==> src/rtl/cdr_pkg.sv <==
package cdr_pkg;
  typedef enum logic {
    ST_PICK  = 1'b0,
    ST_CLEAR = 1'b1
  } drain_st_t;
endpackage

==> src/rtl/cdr_bx_stamp.sv <==
module cdr_bx_stamp #(
  parameter int TS_W = 8
) (
  input  logic            clk,
  input  logic            rst,
  input  logic            fast_or,
  input  logic [TS_W-1:0] bx_ts,
  output logic [TS_W-1:0] ts_q
);
  logic fo_half;
  logic fo_q;
  logic rise;

  // half-cycle early sample of the busy line
  always_ff @(negedge clk) begin
    if (rst) fo_half <= 1'b0;
    else     fo_half <= fast_or;
  end

  assign rise = fo_half & ~fo_q;

  always_ff @(posedge clk) begin
    if (rst) begin
      fo_q <= 1'b0;
      ts_q <= '0;
    end else begin
      fo_q <= fo_half;
      if (rise) ts_q <= bx_ts;
    end
  end

  AST_TS_HOLD: assert property (@(posedge clk) disable iff (rst)
    !rise |=> $stable(ts_q));
  AST_TS_LOAD: assert property (@(posedge clk) disable iff (rst)
    rise |=> (ts_q == $past(bx_ts)));
endmodule

==> src/rtl/cdr_prio_pick.sv <==
module cdr_prio_pick #(
  parameter int N    = 16,
  localparam int IW  = $clog2(N)
) (
  input  logic [N-1:0]  req,
  output logic          any,
  output logic [IW-1:0] idx
);
  always_comb begin
    any = |req;
    idx = '0;
    for (int i = N - 1; i >= 0; i--) begin
      if (req[i]) idx = IW'(i);
    end
  end
endmodule

==> src/rtl/cdr_col_fifo.sv <==
module cdr_col_fifo #(
  parameter int W     = 12,
  parameter int DEPTH = 4,
  localparam int AW   = $clog2(DEPTH)
) (
  input  logic         clk,
  input  logic         rst,
  input  logic         wr_en,
  input  logic [W-1:0] wr_data,
  input  logic         rd_en,
  output logic [W-1:0] rd_data,
  output logic         rd_valid,
  output logic         empty,
  output logic         full
);
  localparam logic [AW:0] FULL_CNT = (AW+1)'(DEPTH);

  logic [W-1:0]  mem [DEPTH];
  logic [AW-1:0] wp, rp;
  logic [AW:0]   cnt;
  logic          push, pop;

  assign full  = (cnt == FULL_CNT);
  assign empty = (cnt == '0);
  assign push  = wr_en && !full;
  assign pop   = rd_en && !empty;

  always_ff @(posedge clk) begin
    if (push) mem[wp] <= wr_data;
    if (pop)  rd_data <= mem[rp];
  end

  always_ff @(posedge clk) begin
    if (rst) begin
      wp       <= '0;
      rp       <= '0;
      cnt      <= '0;
      rd_valid <= 1'b0;
    end else begin
      rd_valid <= pop;
      if (push) wp <= wp + 1'b1;
      if (pop)  rp <= rp + 1'b1;
      case ({push, pop})
        2'b10:   cnt <= cnt + 1'b1;
        2'b01:   cnt <= cnt - 1'b1;
        default: cnt <= cnt;
      endcase
    end
  end

  AST_NO_OVERFLOW: assert property (@(posedge clk) disable iff (rst)
    wr_en |-> !full);
  AST_COUNT_BOUND: assert property (@(posedge clk) disable iff (rst)
    cnt <= FULL_CNT);
  AST_EMPTY_NOREAD: assert property (@(posedge clk) disable iff (rst)
    (rd_en && empty && !wr_en) |=> !rd_valid && empty);
endmodule

==> src/rtl/col_drain_readout.sv <==
module col_drain_readout
  import cdr_pkg::*;
#(
  parameter int N_ROWS     = 16,
  parameter int TS_W       = 8,
  parameter int FIFO_DEPTH = 4,
  localparam int ROW_W     = $clog2(N_ROWS),
  localparam int WORD_W    = TS_W + ROW_W
) (
  input  logic              clk,
  input  logic              rst,
  input  logic [N_ROWS-1:0] hit_in,
  input  logic              fast_or,
  input  logic [TS_W-1:0]   bx_ts,
  input  logic              rd_en,
  output logic [WORD_W-1:0] rd_data,
  output logic              rd_valid,
  output logic              fifo_empty,
  output logic              fifo_full,
  output logic [N_ROWS-1:0] hit_flags
);
  drain_st_t         st_q;
  logic [N_ROWS-1:0] flags_q;
  logic [N_ROWS-1:0] clr_vec;
  logic [N_ROWS-1:0] below_sel;
  logic [ROW_W-1:0]  sel_row_q;
  logic [TS_W-1:0]   sel_ts_q;
  logic [TS_W-1:0]   ts_now;
  logic              pick_any;
  logic [ROW_W-1:0]  pick_idx;
  logic              take;
  logic              wr_en;

  cdr_bx_stamp #(.TS_W(TS_W)) u_stamp (
    .clk     (clk),
    .rst     (rst),
    .fast_or (fast_or),
    .bx_ts   (bx_ts),
    .ts_q    (ts_now)
  );

  cdr_prio_pick #(.N(N_ROWS)) u_pick (
    .req (flags_q),
    .any (pick_any),
    .idx (pick_idx)
  );

  assign take  = (st_q == ST_PICK) && pick_any && !fifo_full;
  assign wr_en = (st_q == ST_CLEAR);

  for (genvar g = 0; g < N_ROWS; g++) begin : g_row
    assign clr_vec[g]   = wr_en && (sel_row_q == ROW_W'(g));
    assign below_sel[g] = (ROW_W'(g) < sel_row_q);
  end

  always_ff @(posedge clk) begin
    if (rst) begin
      st_q      <= ST_PICK;
      flags_q   <= '0;
      sel_row_q <= '0;
      sel_ts_q  <= '0;
    end else begin
      // a new hit wins over the clear of the same pixel
      flags_q <= (flags_q & ~clr_vec) | hit_in;
      case (st_q)
        ST_PICK: if (take) begin
          sel_row_q <= pick_idx;
          sel_ts_q  <= ts_now;
          st_q      <= ST_CLEAR;
        end
        default: st_q <= ST_PICK;
      endcase
    end
  end

  assign hit_flags = flags_q;

  cdr_col_fifo #(.W(WORD_W), .DEPTH(FIFO_DEPTH)) u_fifo (
    .clk      (clk),
    .rst      (rst),
    .wr_en    (wr_en),
    .wr_data  ({sel_ts_q, sel_row_q}),
    .rd_en    (rd_en),
    .rd_data  (rd_data),
    .rd_valid (rd_valid),
    .empty    (fifo_empty),
    .full     (fifo_full)
  );

  AST_TWO_CYCLE: assert property (@(posedge clk) disable iff (rst)
    (st_q == ST_CLEAR) |=> (st_q == ST_PICK));
  AST_LOWEST_FIRST: assert property (@(posedge clk) disable iff (rst)
    (st_q == ST_CLEAR) |-> (($past(flags_q) & below_sel) == '0));
  AST_STALL_KEEP: assert property (@(posedge clk) disable iff (rst)
    (st_q == ST_PICK && fifo_full) |=> ((hit_flags & $past(hit_flags)) == $past(hit_flags)));
  AST_SET_WINS: assert property (@(posedge clk) disable iff (rst)
    (hit_in != '0) |=> ((hit_flags & $past(hit_in)) == $past(hit_in)));
  AST_ONE_CLEAR: assert property (@(posedge clk) disable iff (rst)
    $countones(clr_vec) <= 1);
endmodule

==> config.mk <==
export PLATFORM = sky130hd
export DESIGN_NAME = col_drain_readout
export DESIGN_NICKNAME = d
export VERILOG_FILES = /design/src/rtl/cdr_pkg.sv /design/src/rtl/cdr_bx_stamp.sv /design/src/rtl/cdr_prio_pick.sv /design/src/rtl/cdr_col_fifo.sv /design/src/rtl/col_drain_readout.sv
export SDC_FILE = /design/constraint.sdc
export NUM_CORES = 1
export LEC_CHECK = 0
export BUFFER_PORTS_ARGS = -buffer_cell sky130_fd_sc_hd__buf_2
export CORE_AREA = 2 2 103 105
export CTS_CLUSTER_SIZE = 24
export DETAILED_ROUTE_END_ITERATION = 7
export DIE_AREA = 0 0 105 107
export PLACE_DENSITY = 0.61
export SLEW_MARGIN = 20
export SYNTH_ARGS = -nofsm -noshare
export SYNTH_HDL_FRONTEND = slang
export SYNTH_SLANG_ARGS = --single-unit
==> constraint.sdc <==
create_clock -name clk -period 7.5 [get_ports clk]
set_clock_uncertainty 0.05 [all_clocks]
set_input_delay 1.5 -clock clk [delete_from_list [all_inputs] [get_ports clk]]
set_output_delay 1.5 -clock clk [all_outputs]
set_load 0.005 [all_outputs]
# Word level (Yosys, flattened, before mapping)
# Memories as Yosys holds them, arrays and structs flattened. A register that Yosys moved wholly into a read port is not among the register bits.
# Cells that the tools add are included.
# word_totals
regBits	47
ramBits	48
input_bits	28
word_cells	88
mem_count	1
# memory_table
name	depth	word_bits	rd	rd_clocked_by_memory_dff	wr	line_no	rtl
u_fifo.mem	4	12	1	1	1	cdr_col_fifo.sv:18	logic [W-1:0] mem [DEPTH];
# classes
n_addsub	4
n_eq_ne	18
muxes	20
bitwise_logic	6
n_reduce_logical	28
# op_table
cell	n
$mux 4	16
$eq 4x4->1 const B	8
$logic_and 1x1->1	20
$and 16x16->16	1
$eq 4x3->1 const B	4
$not 16->16	1
$or 16x16->16	1
$reduce_or 16->1	1
$eq 4x2->1 const B	2
$pmux 3 s2	1
$add 2x1->2 const B	2
$eq 4x1->1 const B	1
$logic_not 4->1	1
$add 3x1->3 const B	1
$eq 3x3->1 const B	1
$logic_not 3->1	1
$mux 1	3
$sub 3x1->3 const B	1
$eq 2x1->1 const B	1
$eq 2x2->1 const B	1
$logic_not 1->1	2
$not 1->1	2
$reduce_and 2->1	1
$reduce_bool 2->1	1
other kinds (2)	2

# Longest topological paths before layout
# Gate-level depths: netlist of run 1.
# depth
depth_word	16
mapped_depth	10
ltp_nobuf	9

# Hierarchy
# From an unflattened synthesis of run 1, not the netlist that was laid out.
# hier_totals
hier_cells	327
area_unflattened_um2	4414.2
# by_module_without_submodules
module	n_inst	cells_each	area_each_um2	seq_area_each_um2
cdr_col_fifo	1	127	2563.7	1961.9
col_drain_readout	1	127	1255.0	580.6
cdr_bx_stamp	1	39	419.2	200.2
cdr_prio_pick	1	34	176.4	0.0

==> impl_metrics.toml, run 1 <==
[status]
status = "complete, no violations"

[worst_setup_path]
max_stage_delay_ns = 0.72
path_cells = "buf_2, nor2b_1"
cp.buffers_inverters = 1
cp_slowest_cell = "buf_2"
regToRegSetupSlack_ns = 2.10
path_delay_family = "buffers and inverters"
critPathKind = "input port to flop"
worstPathRequired_ns = 3.95
path_max_fanout = 48
critPathLaunchType = "input port"
crit_arrival_ns = 2.32
endpoint_kind = "flop"

[finish]
final-seq-area_mm2 = 0.002743
n_fill_cell = 967
mostFrequentLayoutCell = "edfxtp_1"
antenna_cells = 0
nNetsFinal = 406
final_layout_size_suffix_gt1_share_pct = 29.44
layout_common_cells = "edfxtp_1 (60), buf_2 (58), dfxtp_1 (47)"
multiInputGateArea_mm2 = 0.001395
fin_area_mm2 = 0.004877
syn_to_final_growth_pct = 13.61

[detailed_routing]
wire_per_inst_um = 14.99
ant_nets = 0
firstDrtPassIters = 4
wl_um = 7691
drc = 0
viasPerCell = 4.981
num_vias = 2555
drt_iter0_markers = 61

[power]
p_leak_uw = 0.001752
ir_drop_v = 0.00009525
power_frac_comb_pct = 19.5
p_seq_share_pct = 55.6
switchingPower_uw = 441.9
p_per_area_mw_per_mm2 = 296.6
clockPowerShare_pct = 25.0
swShare_pct = 30.55
p_int_uw = 1005

[placement]
portBuffers = 58
gp_congestion = 0.7775
place_area_mm2 = 0.004662
place_hpwl_um = 5225

[synth]
synth-seq-cells = 107
yosysWarnings = 0
syn_inst = 319
netlist_area_mm2 = 0.004293
seq_area_frac_synth_pct = 63.89
synth_cell_types = 47
synth_nets = 353
syn_avg_cell_area_um2 = 13.46

[timing]
worst_pin_slew_ns = 0.9991
slew_headroom_pct = 33.25
finalSetupViolations = 0
finalMaxSlewViolations = 0
setup_tns_ns = 0
rsz0062_at_grt = "false"
hold_viol = 0

[floorplan]
die_h_um = 107
die_x_um = 105
floorplan.initialDensity_pct = 42.54
pin_count = 59
row_count = 37
dieArea_mm2 = 0.01124
coreArea_mm2 = 0.01009

[grt]
gr-total-overflow = 0
grt_pass1_vias = 2529
grt_max_degree = 49
grt_antenna_before_repair = 0
grt_pass1_wl_um = 12790
grt_use_total_pct = 14.80

[cts]
root_buffer = "clkbuf_8"
cts_made_buffers = 9
ctsHoldBuffers = 0
cts_buffer_depth = 2
tritoncts = "yes"
path_clk_slew_ns = 0.11
post_cts.repair.setup_buffers = 0
cts_resized = 0
cts.sinks = 107
clk_latency_ns = 0.40
htree_levels = 3

[worst_hold_path]
hold_class = "flop to flop"

[flow_run]
drv_cap = 0
==> final cells by class <==
class,instances,share of cell area [%]
repair buffers,58,5.952
well taps,136,3.489
inverters,16,1.231
clock inverters,8,1.950
clock buffers,9,2.540
flip-flops and latches,107,56.23
multi-input cells,179,28.60
==> state kept, by name (all words and copies together), names as in the netlist <==
signal,flops
hit_flags,16
sel_row_q,4
sel_ts_q,8
st_q,1
u_fifo.cnt,3
u_fifo.mem,48
u_fifo.rd_data,12
u_fifo.rd_valid,1
u_fifo.rp,2
u_fifo.wp,2
u_stamp.fo_half,1
u_stamp.fo_q,1
u_stamp.ts_q,8
==> metal layers <==
| metal | up-vias | track usage [%] | routed length, µm |
|---|---|---|---|
| li1 | 1271 | - | - |
| met1 | 1208 | 18.47 | 3438 |
| met2 | 68 | 25.09 | 3787 |
| met3 | 8 | 3.040 | 368 |
| met4 | 0 | 6.286 | 97 |
| met5 | - | 0 | 0 |
==> synthesized netlist by cell type, drive strengths merged <==
cell type / count / area [µm²]
a21oi: 31 / 188.9
a2111oi: 1 / 8.760
nand3: 10 / 50.05
inv: 17 / 63.81
nor2: 30 / 112.6
xnor2: 2 / 17.52
o31a: 1 / 8.760
clkbuf: 6 / 22.52
buf: 10 / 68.82
o311ai: 1 / 8.760
o21ai: 22 / 143.9
o21bai: 1 / 7.510
o41ai: 1 / 8.760
nand2: 5 / 18.77
o211a: 1 / 10.01
nand3b: 4 / 30.03
or4: 1 / 7.510
dfxtp: 47 / 940.9
or2: 2 / 12.52
nor2b: 8 / 50.05
ha: 5 / 62.56
mux2i: 9 / 90.09
xor2: 3 / 26.28
and4: 1 / 11.26
nand4: 3 / 18.77
nand2b: 1 / 6.260
and3b: 1 / 8.760
nor3: 4 / 20.02
edfxtp: 60 / 1802
fa: 1 / 20.02
or3b: 1 / 8.760
or3: 5 / 31.28
nor3b: 1 / 12.51
mux4: 12 / 270.3
and2: 4 / 25.02
o31ai: 1 / 7.510
nor4: 5 / 82.58
a311oi: 1 / 8.760
==> power by group through the flow <==
stage	Combinational, µW	Clock (µW)	Sequential [µW]
2_1_floorplan	232	1.67	782
3_3_place_gp	284	1.67	816
3_5_place_dp	288	1.67	821
4_1_cts	289	372	807
5_1_grt	317	395	820
6_report	282	361	804
==> path summary, 6_finish.rpt <==
| path | start | end | depth (start not counted) |
|---|---|---|---|
| setup reg to reg | u_stamp.fo_half | u_stamp.ts_q[4] | 3 |
| setup / recovery | rst | u_stamp.fo_half | 2 |
| hold reg to reg | u_stamp.ts_q[3] | sel_ts_q[3] | 2 |
| hold / removal | u_stamp.ts_q[3] | sel_ts_q[3] | 2 |
==> cells by family after synthesis <==
group / after synthesis / share of synthesized area [%]
and+or+nand+nor: 86 / 11.80
DFF: 107 / 63.89
xor gates and xnor gates: 5 / 1.020
buffers and inverters: 33 / 3.614
AOI/OAI and AO/OA: 61 / 9.356
adders and majority gates: 6 / 1.924
muxes: 21 / 8.394
==> stage by stage <==
stage / utilization [%] / hold slack, ns / total power [µW] / cells / worst slack, ns
floorplan: - / 0.3931 / 1016 / 319 / 1.771
global placement: 46.19 / 0.4143 / 1101 / 497 / 1.203
detailed placement: 46.19 / 0.4130 / 1111 / 497 / 1.189
CTS: 48.33 / 0.4331 / 1468 / 513 / 1.623
global route: 48.33 / 0.4625 / 1532 / 513 / 1.582
finish: 48.33 / 0.4314 / 1447 / 513 / 1.628
No activity file was read; power rests on OpenSTA's default activity.
==> run 2, diff against run 1 <==
Settings changed: ABC_AREA set to 1, CORE_AREA 2 2 103 105 to 2 2 102 104, DIE_AREA 0 0 105 107 to 0 0 104 106.
Clock period 7.5 ns to 5.53 ns, I/O delays scaled along.
==> run 2 against run 1 <==
Combinational power grew 34%. First-iteration DRC count grew 100%. Worst hold slack gained 0.021 ns. Wire length grew 4.1%. Die area decreased by 1.9%. Utilization is 0.22 points lower.
==> impl_metrics.toml, run 2 <==
[synth]
yosysWarnings = 0
ys.flop_type = "edfxtp_1"
synth_cell_types = 28
synth_common_cells = "nor2_1 (80), edfxtp_1 (60), o21ai_0 (60)"
synth_edf_count = 60
netlist_area_mm2 = 0.004179
synth_nets = 442
yosys.cell_count.top_type = "nor2_1"
synthArstFlopShare_pct = 0
synth_top_area_share_pct = 43.11
syn_avg_cell_area_um2 = 10.24
synth.area.top_cells = "edfxtp_1 (43%), dfxtp_1 (23%), nor2_1 (7.2%), o21ai_0 (7.2%), inv_1 (4.8%)"
seq_area_frac_synth_pct = 65.63
synth-seq-cells = 107
yosys.area.top_type = "edfxtp_1"
syn_inst = 408

[worst_setup_path]
crit_start = "rst"
critPathLaunchType = "input port"
regToRegSetupSlack_ns = 1.47
path_depth = 2
r2r-end = "u_stamp.ts_q[5]"
r2r.worst_path.cells = 5
setup.worst_path.end = "u_stamp.fo_half"
critPathKind = "input port to flop"
path_cells = "buf_2, nor2_1"
path_max_fanout = 22
max_stage_delay_ns = 0.37
worstPathRequired_ns = 2.99
endpoint_kind = "flop"
path_delay_family = "buffers and inverters"
crit_arrival_ns = 1.57
cp_slowest_cell = "buf_2"
cp.buffers_inverters = 1
r2r_start = "u_stamp.fo_half"

[finish]
nNetsFinal = 502
layout_common_cells = "nor2_1 (78), o21ai_0 (60), edfxtp_1 (60)"
utilization_pct = 48.11
mostFrequentLayoutCell = "nor2_1"
largest_reg_flops = 48
antenna_cells = 0
final_layout_size_suffix_gt1_share_pct = 19.24
top_register = "u_fifo.mem"
final_cells = 609
syn_to_final_growth_pct = 15.12

[placement]
gp_congestion = 0.8203
portBuffers = 58
placed_cells_incl_taps = 593
dp_slack_ns = 0.9966
place_hpwl_um = 5346

[timing]
finalMaxSlewViolations = 0
hold_viol = 0
worst_pin_slew_ns = 0.8856
finalSetupViolations = 0
holdWs_ns = 0.4519
slew_headroom_pct = 40.88
layout_setup_ws_ns = 1.417
rsz0062_at_grt = "false"
setup_tns_ns = 0

[detailed_routing]
viasPerCell = 4.803
drc = 0
ant_nets = 0
wl_um = 8006
num_vias = 2925
wire_per_inst_um = 13.15
drt_iter0_markers = 123
firstDrtPassIters = 4

[cts]
tritoncts = "yes"
htree_levels = 3
cts_buffer_depth = 2
path_clk_slew_ns = 0.10
post_cts.repair.setup_buffers = 0
cts.sinks = 107
clk_latency_ns = 0.40
root_buffer = "clkbuf_8"
cts_resized = 0
ctsHoldBuffers = 0
cts_made_buffers = 9

[grt]
grt_use_total_pct = 15.15
grt_pass1_vias = 2799
grt_max_degree = 27
grt_antenna_before_repair = 0
gr-total-overflow = 0
grt_pass1_wl_um = 13170

[power]
p_int_uw = 1317
p_seq_share_pct = 56.4
ir_drop_v = 0.0002016
p_per_area_mw_per_mm2 = 402.3
p_leak_uw = 0.001953
power_frac_comb_pct = 19.5
swShare_pct = 31.97
clockPowerShare_pct = 24.2
switchingPower_uw = 618.8

[floorplan]
dieArea_mm2 = 0.01102
floorplan.initialDensity_pct = 41.79
row_count = 37
pin_count = 59
coreArea_mm2 = 0.01000
die_h_um = 106
die_x_um = 104

[flow_run]
drv_cap = 0

[worst_hold_path]
hold_class = "flop to flop"

[status]
status = "complete, no violations"
[run 2: power by group through the flow]
stage / logic [µW] / clock network, µW / registers, µW
after floorplan: 268 / 2.26 / 1080
after global placement: 373 / 2.26 / 1100
after detailed placement: 380 / 2.26 / 1110
after CTS: 382 / 483 / 1090
after global routing: 435 / 516 / 1110
final: 377 / 467 / 1090
[run 2: how the worst min path moves through the flow]
stage	from	slack [ns]	end	cells past startpoint
floorplan	sel_ts_q[6]	0.41	u_fifo.mem[0][10]	0
global placement	u_fifo.wp[0]	0.43	u_fifo.wp[0]	1
detailed placement	sel_ts_q[4]	0.43	u_fifo.mem[2][8]	0
CTS	sel_ts_q[4]	0.46	u_fifo.mem[1][8]	0
global route	sel_ts_q[1]	0.48	u_fifo.mem[1][5]	0
finish	sel_ts_q[4]	0.45	u_fifo.mem[0][8]	0
[run 2: through the flow]
| stage | total power [µW] | cell area (µm²) |
|---|---|---|
| 2_1_floorplan | 1350 | 4179 |
| 6_report | 1935 | 4811 |
| 4_1_cts | 1958 | 4808 |
| 3_5_place_dp | 1494 | 4608 |
| 5_1_grt | 2059 | 4811 |
| 3_3_place_gp | 1480 | 4606 |
[run 2: area by class of cell]
class,count,area [µm²]
repair buffers,61,312.8
flip-flops and latches,107,2743
clock inverters,8,80.08
multi-input cells,233,1175
clock buffers,9,123.9
inverters,55,206.4
fillers,958,5189
well taps,136,170.2
[run 2: layer usage]
metal | GRT usage, % | part of all wire (%) | up-vias | wire length (µm)
li1 | - | - | 1495 | -
met1 | 19.53 | 45 | 1338 | 3637
met2 | 25.19 | 48 | 78 | 3836
met3 | 2.636 | 4.7 | 14 | 373
met4 | 6.757 | 2.0 | 0 | 157
met5 | 0 | 0 | - | 0
[run 2: worst reg2reg max path, cell delays in order (launching register included)]
cell and delay [ns]:
dfxtp_1 0.30, inv_1 0.04, nor2_1 0.34, inv_1 0.23, nor2_1 0.14, nor2_1 0.06
[run 2: cells by family (layout without fill, tap and decap cells)]
logic type / Yosys count / after routing / synth area share [%]
compound gates: 102 / 102 / 13.17
fa+ha+maj: 6 / 6 / 1.976
buf+inv: 68 / 133 / 6.377
flops: 107 / 107 / 65.63
simple gates: 125 / 125 / 12.84
